File: src/rtl/macro_alu_pkg.sv
package macro_alu_pkg;

  typedef enum logic [1:0] {
    UNIT_ALU   = 2'd0,
    UNIT_ADDI  = 2'd1,
    UNIT_FIELD = 2'd2,
    UNIT_RSVD  = 2'd3
  } unit_e;

  typedef enum logic [4:0] {
    OP_ADD  = 5'd0,
    OP_ADC  = 5'd1,
    OP_SUB  = 5'd2,
    OP_SBB  = 5'd3,
    OP_XOR  = 5'd8,
    OP_OR   = 5'd9,
    OP_AND  = 5'd10,
    OP_ANDN = 5'd11,
    OP_NAND = 5'd12
  } alu_op_e;

endpackage

File: src/rtl/macro_alu_arith.sv
module macro_alu_arith
  import macro_alu_pkg::*;
#(
  parameter int DW = 32
) (
  input  logic [DW-1:0] a_i,
  input  logic [DW-1:0] b_i,
  input  logic [4:0]    op_i,
  input  logic          carry_i,
  output logic [DW-1:0] res_o,
  output logic          carry_o,
  output logic          carry_wr_o,
  output logic          bad_o
);

  logic [DW-1:0] addend;
  logic          cin;
  logic [DW:0]   sum;

  // One adder serves all four arithmetic codes: subtraction adds ~b.
  always_comb begin
    addend = b_i;
    cin    = 1'b0;
    unique case (op_i)
      OP_ADC:  cin = carry_i;
      OP_SUB:  begin addend = ~b_i; cin = 1'b1;    end
      OP_SBB:  begin addend = ~b_i; cin = carry_i; end
      default: ;
    endcase
    sum = {1'b0, a_i} + {1'b0, addend} + {{DW{1'b0}}, cin};
  end

  always_comb begin
    res_o      = '0;
    carry_o    = carry_i;
    carry_wr_o = 1'b0;
    bad_o      = 1'b0;
    case (op_i)
      OP_ADD, OP_ADC, OP_SUB, OP_SBB: begin
        res_o      = sum[DW-1:0];
        carry_o    = sum[DW];
        carry_wr_o = 1'b1;
      end
      OP_XOR:  res_o = a_i ^ b_i;
      OP_OR:   res_o = a_i | b_i;
      OP_AND:  res_o = a_i & b_i;
      OP_ANDN: res_o = a_i & ~b_i;
      OP_NAND: res_o = ~(a_i & b_i);
      default: bad_o = 1'b1;
    endcase
  end

endmodule

File: src/rtl/macro_alu_field.sv
module macro_alu_field #(
  parameter int DW = 32,
  parameter int FW = 5
) (
  input  logic [DW-1:0] a_i,
  input  logic [DW-1:0] b_i,
  input  logic [FW-1:0] src_i,
  input  logic [FW-1:0] size_i,
  input  logic [FW-1:0] dst_i,
  output logic [DW-1:0] res_o
);

  localparam logic [DW-1:0] ONE = {{(DW-1){1'b0}}, 1'b1};

  logic [DW-1:0] mask;
  logic [DW-1:0] slice;
  logic [DW-1:0] hole;

  always_comb begin
    mask  = (ONE << size_i) - ONE;
    slice = (b_i >> src_i) & mask;
    hole  = mask << dst_i;
    res_o = (a_i & ~hole) | (slice << dst_i);
  end

endmodule

File: src/rtl/macro_alu.sv
module macro_alu
  import macro_alu_pkg::*;
#(
  parameter int DW      = 32,
  parameter int FW      = 5,
  parameter int IMM_LSB = 14,
  parameter int SRC_LSB = 17
) (
  input  logic          clk,
  input  logic          rst_n,
  input  logic          issue_i,
  input  logic [1:0]    unit_i,
  input  logic [4:0]    alu_op_i,
  input  logic [DW-1:0] insn_i,
  input  logic [DW-1:0] opa_i,
  input  logic [DW-1:0] opb_i,
  output logic [DW-1:0] result_o,
  output logic          carry_o,
  output logic          illegal_o
);

  localparam int SIZE_LSB = SRC_LSB + FW;
  localparam int DST_LSB  = SIZE_LSB + FW;
  localparam int IMM_W    = DW - IMM_LSB;

  // Instruction word slices
  logic [IMM_W-1:0] imm_raw;
  logic [DW-1:0]    imm_ext;
  logic [FW-1:0]    f_src, f_size, f_dst;

  assign imm_raw = insn_i[DW-1:IMM_LSB];
  assign imm_ext = {{IMM_LSB{imm_raw[IMM_W-1]}}, imm_raw};
  assign f_src   = insn_i[SRC_LSB +: FW];
  assign f_size  = insn_i[SIZE_LSB +: FW];
  assign f_dst   = insn_i[DST_LSB +: FW];

  // Datapaths
  logic [DW-1:0] alu_res, field_res, addi_res;
  logic          alu_carry, alu_carry_wr, alu_bad;

  macro_alu_arith #(.DW(DW)) u_arith (
    .a_i        (opa_i),
    .b_i        (opb_i),
    .op_i       (alu_op_i),
    .carry_i    (carry_o),
    .res_o      (alu_res),
    .carry_o    (alu_carry),
    .carry_wr_o (alu_carry_wr),
    .bad_o      (alu_bad)
  );

  macro_alu_field #(.DW(DW), .FW(FW)) u_field (
    .a_i    (opa_i),
    .b_i    (opb_i),
    .src_i  (f_src),
    .size_i (f_size),
    .dst_i  (f_dst),
    .res_o  (field_res)
  );

  assign addi_res = opa_i + imm_ext;

  // Next-state selection
  logic [DW-1:0] res_d;
  logic          carry_d, illegal_d;

  always_comb begin
    res_d     = '0;
    carry_d   = carry_o;
    illegal_d = 1'b0;
    unique case (unit_e'(unit_i))
      UNIT_ALU: begin
        res_d     = alu_res;
        illegal_d = alu_bad;
        if (alu_carry_wr) carry_d = alu_carry;
      end
      UNIT_ADDI:  res_d = addi_res;
      UNIT_FIELD: res_d = field_res;
      default:    illegal_d = 1'b1;
    endcase
  end

  // State registers
  always_ff @(posedge clk or negedge rst_n) begin
    if (!rst_n) begin
      result_o <= '0;
      carry_o  <= 1'b0;
    end else if (issue_i) begin
      result_o <= res_d;
      carry_o  <= carry_d;
    end
  end

  always_ff @(posedge clk or negedge rst_n) begin
    if (!rst_n) illegal_o <= 1'b0;
    else        illegal_o <= issue_i & illegal_d;
  end

  // Assertions
  assert_hold_idle_R2: assert property (@(posedge clk) disable iff (!rst_n)
    !issue_i |=> ($stable(result_o) && $stable(carry_o) && !illegal_o));

  assert_logic_keeps_carry_R5: assert property (@(posedge clk) disable iff (!rst_n)
    (issue_i && unit_i == UNIT_ALU && alu_op_i >= 5'd8 && alu_op_i <= 5'd12)
      |=> $stable(carry_o));

  assert_addi_keeps_carry_R6: assert property (@(posedge clk) disable iff (!rst_n)
    (issue_i && unit_i == UNIT_ADDI) |=> $stable(carry_o));

  assert_size_zero_passthru_R8: assert property (@(posedge clk) disable iff (!rst_n)
    (issue_i && unit_i == UNIT_FIELD && f_size == '0) |=> (result_o == $past(opa_i)));

  assert_illegal_zero_R9: assert property (@(posedge clk) disable iff (!rst_n)
    illegal_o |-> (result_o == '0 && $past(issue_i)));

  assert_illegal_keeps_carry_R9: assert property (@(posedge clk) disable iff (!rst_n)
    (issue_i && unit_i == UNIT_RSVD) |=> ($stable(carry_o) && illegal_o));

endmodule

File: config.mk
export PLATFORM = sky130hd
export DESIGN_NAME = macro_alu
export DESIGN_NICKNAME = d
export VERILOG_FILES = /design/src/rtl/macro_alu_pkg.sv /design/src/rtl/macro_alu_arith.sv /design/src/rtl/macro_alu_field.sv /design/src/rtl/macro_alu.sv
export SDC_FILE = /design/constraint.sdc
export NUM_CORES = 1
export LEC_CHECK = 0
export BUFFER_PORTS_ARGS = -buffer_cell sky130_fd_sc_hd__buf_2
export CAP_MARGIN = 20
export CORE_ASPECT_RATIO = 0.5
export CORE_MARGIN = 5
export CORE_UTILIZATION = 35
export CTS_CLUSTER_SIZE = 28
export DETAILED_ROUTE_END_ITERATION = 6
export SLEW_MARGIN = 20
export SYNTH_ARGS = -nofsm -noshare
export SYNTH_HDL_FRONTEND = slang
export SYNTH_HIERARCHICAL = 1
export SYNTH_SLANG_ARGS = --single-unit
File: constraint.sdc
create_clock -name clk -period 3.83 [get_ports clk]
set_clock_uncertainty 0.05 [all_clocks]
set_input_delay 0 -clock clk [delete_from_list [all_inputs] [get_ports clk]]
set_output_delay 0 -clock clk [all_outputs]
set_load 0.02 [all_outputs]
==> results <==
- The final count of pins violating max slew is 0.
- Clock-pin slew was measured on the worst setup and hold paths at 0.06 ns.
- The count of buffers added by post-CTS timing repair for setup is 0.
- After routing, the total negative slack on setup checks comes to 0 ns.
- The number of input and output port buffers inserted is approximately 130.
- Setup repair after global routing left no endpoint under its margin.
- The highest fanout seen on the critical path is 13.
- The worst-case headroom to the max-slew limit is 0.2518.
- The synthesized cell area is 0.01442 mm^2.
- Synthesis produced a netlist whose cell count is 2021.
- The gate family responsible for the most delay along the worst path is compound AO/OA/AOI/OAI gates.
- Summed over all layers, the global routing overflow is 0.
- The number of iterations in the first detailed-routing pass is 6.
- The most numerous cell on the critical path is sky130_fd_sc_hd__buf_4.
- The root buffer cell chosen for the clock tree is sky130_fd_sc_hd__clkbuf_16.
- The time the worst path needs with I/O delays and setup is 3.661 ns.
- A synthesized cell averages 7.136 um^2.
- The via count of the first global-routing pass is 16000.
- The netlist uses 102 different library cells.
- The all-layer global routing usage is 0.2777.
- Measured along the y axis, the die boundary spans 153.5 um.
- The static leakage is between 7 and 8 nW.
- In this run, the number of DRC markers left after iteration 0 of detailed routing was 2497.
- The TritonCTS buffer count is 5.
- The core region is 0.04053 mm^2.
- The areal power density over the cells is 206.9 mW/mm^2.
- The weighted congestion reported at the end of routability-driven placement is 1.038.
- The total of flip-flops plus latches after synthesis is 34.
- The top cell types in the final layout, fill and taps aside, are sky130_fd_sc_hd__buf_4, sky130_fd_sc_hd__nand2_1, sky130_fd_sc_hd__o21ai_0.
- The number of H-tree levels is 2.
- The floorplan has 52 rows.
- The fraction of the cycle the final worst path needs is 0.9558.
- The sequential-to-total area share from yosys stat is 0.05899.
- The launching element type of the critical path is a primary input.
- Of all cell types, the one taking the most synthesized area is sky130_fd_sc_hd__ha_1.
- In the routed layout, each cell is associated on average with a via count of around 6.4.
- The number of sinks handled by clock tree synthesis is 34.
- The critical path goes through buf_2 -> or2_2 -> nor3_2 -> inv_1 -> ha_2 -> buf_4 -> nor2_1 -> a31oi_1 -> o32ai_2 -> o31ai_1 -> buf_4 -> buf_4 -> o21ai_0 -> a31oi_1 -> a2111oi_0 -> o21a_1 -> a211oi_1 -> buf_4 -> mux2i_1 -> o221ai_1.
- The count of nets left with antenna violations once routing finished came out at 0.
- The count of endpoints failing setup in the final report is 0.
- The maximum buffer depth of the clock tree is 2.
- The final hold violation count came to 0.
- The final layout contains routed wiring with a total length of 68040 um.
- The per-cell routed wire length is 24.56 um.
- The number of antenna diodes in the final layout is 0.
- The clock latency reported for the late side of the worst-skew pair is about 0.28 ns.
- Across the run, the number of max-cap violations was 0.
- The detailed placer's ending HPWL is 53910 um.
- The effective utilization at floorplan is 0.3558.
- The final total power is 3.522 mW.
- Yosys mapped a number of flops with a built-in enable equal to 0.
- After synthesis, the cell types taking the most area are sky130_fd_sc_hd__ha_1, sky130_fd_sc_hd__mux2i_1, sky130_fd_sc_hd__o21ai_0.
- The data arrival time of the critical path is 3.74 ns.
- The final route contains 17860 vias.
- The most frequent standard cell in the layout excluding fill and tap cells is sky130_fd_sc_hd__buf_4.
- In the final design database the tool counted approximately 2500 nets.
- The run finished with clean final reports.
- The Yosys step of the flow raised 6 warnings.
- The min-delay analysis places its worst path in the category primary input to register.
- The largest single stage delay on the critical path is 0.47 ns.
- In the final layout, the share of cells above drive strength 1 is 0.2039.
- TritonCTS built the clock tree.
- Relative to the synthesized area, the layout overhead comes to 18.03%.
- At the pin with the least slew margin, the transition time is 1.121 ns.
- For this run, design rule violations remaining after detail routing come to 0.
- The worst-case vdd ir drop is 0.1903 mV.
- The share of synthesized area in the top cell type comes to 0.1379.
- In this run the count of I/O pins placed on the die edge is 140.
- Together, buffers and inverters on the worst path number 6.
- The maximum number of pins on one net before global-route repair is 65.
- The wire length of the first global-routing pass is 100200 um.
- The sort of element at the end of the critical path is a register.
- The initial antenna violation count is 3.
- The leading register cell type out of synthesis is sky130_fd_sc_hd__dfrtp_1.
- Based on the critical path, the design can be clocked at up to about 0.27 GHz.
- For the worst setup path, the data required time is around 3.9 ns.
- The horizontal extent of the die is 297.1 um.
- The critical path is of the primary input to register type.
- The slowest library cell on the worst path is sky130_fd_sc_hd__a2111oi_0.
- The number of nets produced by synthesis is 2289.
- For this run, asynchronously set or reset flops after synthesis account for 1.000.
- The die area is approximately 0.046 mm^2.
cell type report:
class / instances / area, um^2
clock buffer: 7 / 142.6
fill: 4219 / 23510
clock inverter: 1 / 5.005
inverter: 100 / 375.4
sequential: 34 / 850.8
multi-input combinational: 1738 / 12590
timing repair buffer: 351 / 2387
tap: 540 / 675.6
sequential cells by signal, summed over array words and instances (netlist names):
register   flops
result_o      32
carry_o        1
illegal_o      1
synth_stat cells, drive strengths merged (13+ instances only):
| master | count |
|---|---|
| a21oi | 131 |
| mux4 | 19 |
| nand2 | 218 |
| nand4 | 21 |
| a211oi | 27 |
| mux2 | 21 |
| o221ai | 43 |
| o21a | 27 |
| a22o | 15 |
| a211o | 13 |
| or3 | 21 |
| dfrtp | 34 |
| o21ai | 185 |
| inv | 96 |
| nor2b | 20 |
| and2 | 21 |
| nor2 | 142 |
| a21o | 33 |
| a31oi | 24 |
| nand3 | 53 |
| nand2b | 19 |
| o31ai | 15 |
| buf | 46 |
| o22ai | 19 |
| nor3 | 31 |
| xnor2 | 59 |
| a221oi | 37 |
| o211ai | 19 |
| ha | 159 |
| a22oi | 30 |
| xor2 | 24 |
| clkbuf | 103 |
| mux2i | 110 |
cells by family (layout without fill, tap and decap cells):
family | after synthesis | count (layout) | synth area share
AOI/OAI and AO/OA | 736 | 736 | 0.3528
and+or+nand+nor | 607 | 607 | 0.2001
buffers and inverters | 249 | 459 | 0.07244
adders and majority gates | 162 | 162 | 0.1421
muxes | 150 | 150 | 0.1232
xor gates and xnor gates | 83 | 83 | 0.05040
DFF | 34 | 34 | 0.05899
worst register-to-register path, cell delays in order (launching register included):
cell                       delay, ns
sky130_fd_sc_hd__dfrtp_1        0.43
sky130_fd_sc_hd__mux2i_1        0.17
sky130_fd_sc_hd__nor2_1         0.08
sky130_fd_sc_hd__fa_1           0.38
sky130_fd_sc_hd__inv_1          0.08
sky130_fd_sc_hd__fa_1           0.20
sky130_fd_sc_hd__nor2b_1        0.07
sky130_fd_sc_hd__o31ai_2        0.28
sky130_fd_sc_hd__a21boi_0       0.18
sky130_fd_sc_hd__o21ai_0        0.20
sky130_fd_sc_hd__nand2b_1       0.09
sky130_fd_sc_hd__a21boi_0       0.25
sky130_fd_sc_hd__xor2_1         0.10
sky130_fd_sc_hd__o21ai_0        0.27
sky130_fd_sc_hd__mux2i_1        0.15
sky130_fd_sc_hd__o221ai_1       0.30
sky130_fd_sc_hd__o21a_1         0.17
through the flow:
stage / hold slack (ns) / setup slack, ns / utilization / instance area, um^2 / instances
after floorplan: -0.3456 / -0.003076 / - / 14440 / 2021
after global placement: 0.09271 / -0.1038 / 0.4153 / 16830 / 2762
after detailed placement: 0.1037 / -0.1225 / 0.4153 / 16830 / 2762
after CTS: 0.1188 / 0.1318 / 0.4192 / 16990 / 2771
after global routing: 0.1410 / 0.01374 / 0.4200 / 17020 / 2771
final: 0.1184 / 0.1692 / 0.4200 / 17020 / 2771
metal layers:
metal  global-route usage  vias up  part of all wire  wire length [um]
li1                     -     8045                 -                 -
met1               0.3945     8537              0.43             29000
met2               0.4113     1101              0.41             28040
met3              0.04396      177              0.11              7253
met4               0.1320        0             0.055              3755
met5                    0        -                 0                 0
path summary, 6_finish.rpt:
kind	to	slack, ns	from	depth (start not counted)
setup / recovery	result_o[29]$_DFFE_PN0P_	0.17	insn_i[26]	20
hold / removal	result_o[0]$_DFFE_PN0P_	0.12	insn_i[14]	4
setup reg to reg	result_o[10]$_DFFE_PN0P_	0.31	carry_o$_DFFE_PN0P_	16
hold reg to reg	result_o[9]$_DFFE_PN0P_	0.42	result_o[9]$_DFFE_PN0P_	1
max in group asynchronous	result_o[9]$_DFFE_PN0P_	2.89	rst_n	2
min in group asynchronous	result_o[21]$_DFFE_PN0P_	0.31	rst_n	2
where the power goes:
group | internal, mW | switching (mW)
combinational | 1.05 | 1.61
sequential | 0.412 | 0.0391
clock | 0.258 | 0.156
total | 1.72 | 1.81
what timing repair did:
item | in CTS | in global routing
resized for setup | 0 | 10
endpoints found under the setup margin | 0 | 19
hold buffers | 1 | 0
endpoints found under the hold margin | 34 | 0
Power figures use the tool's default switching activity.
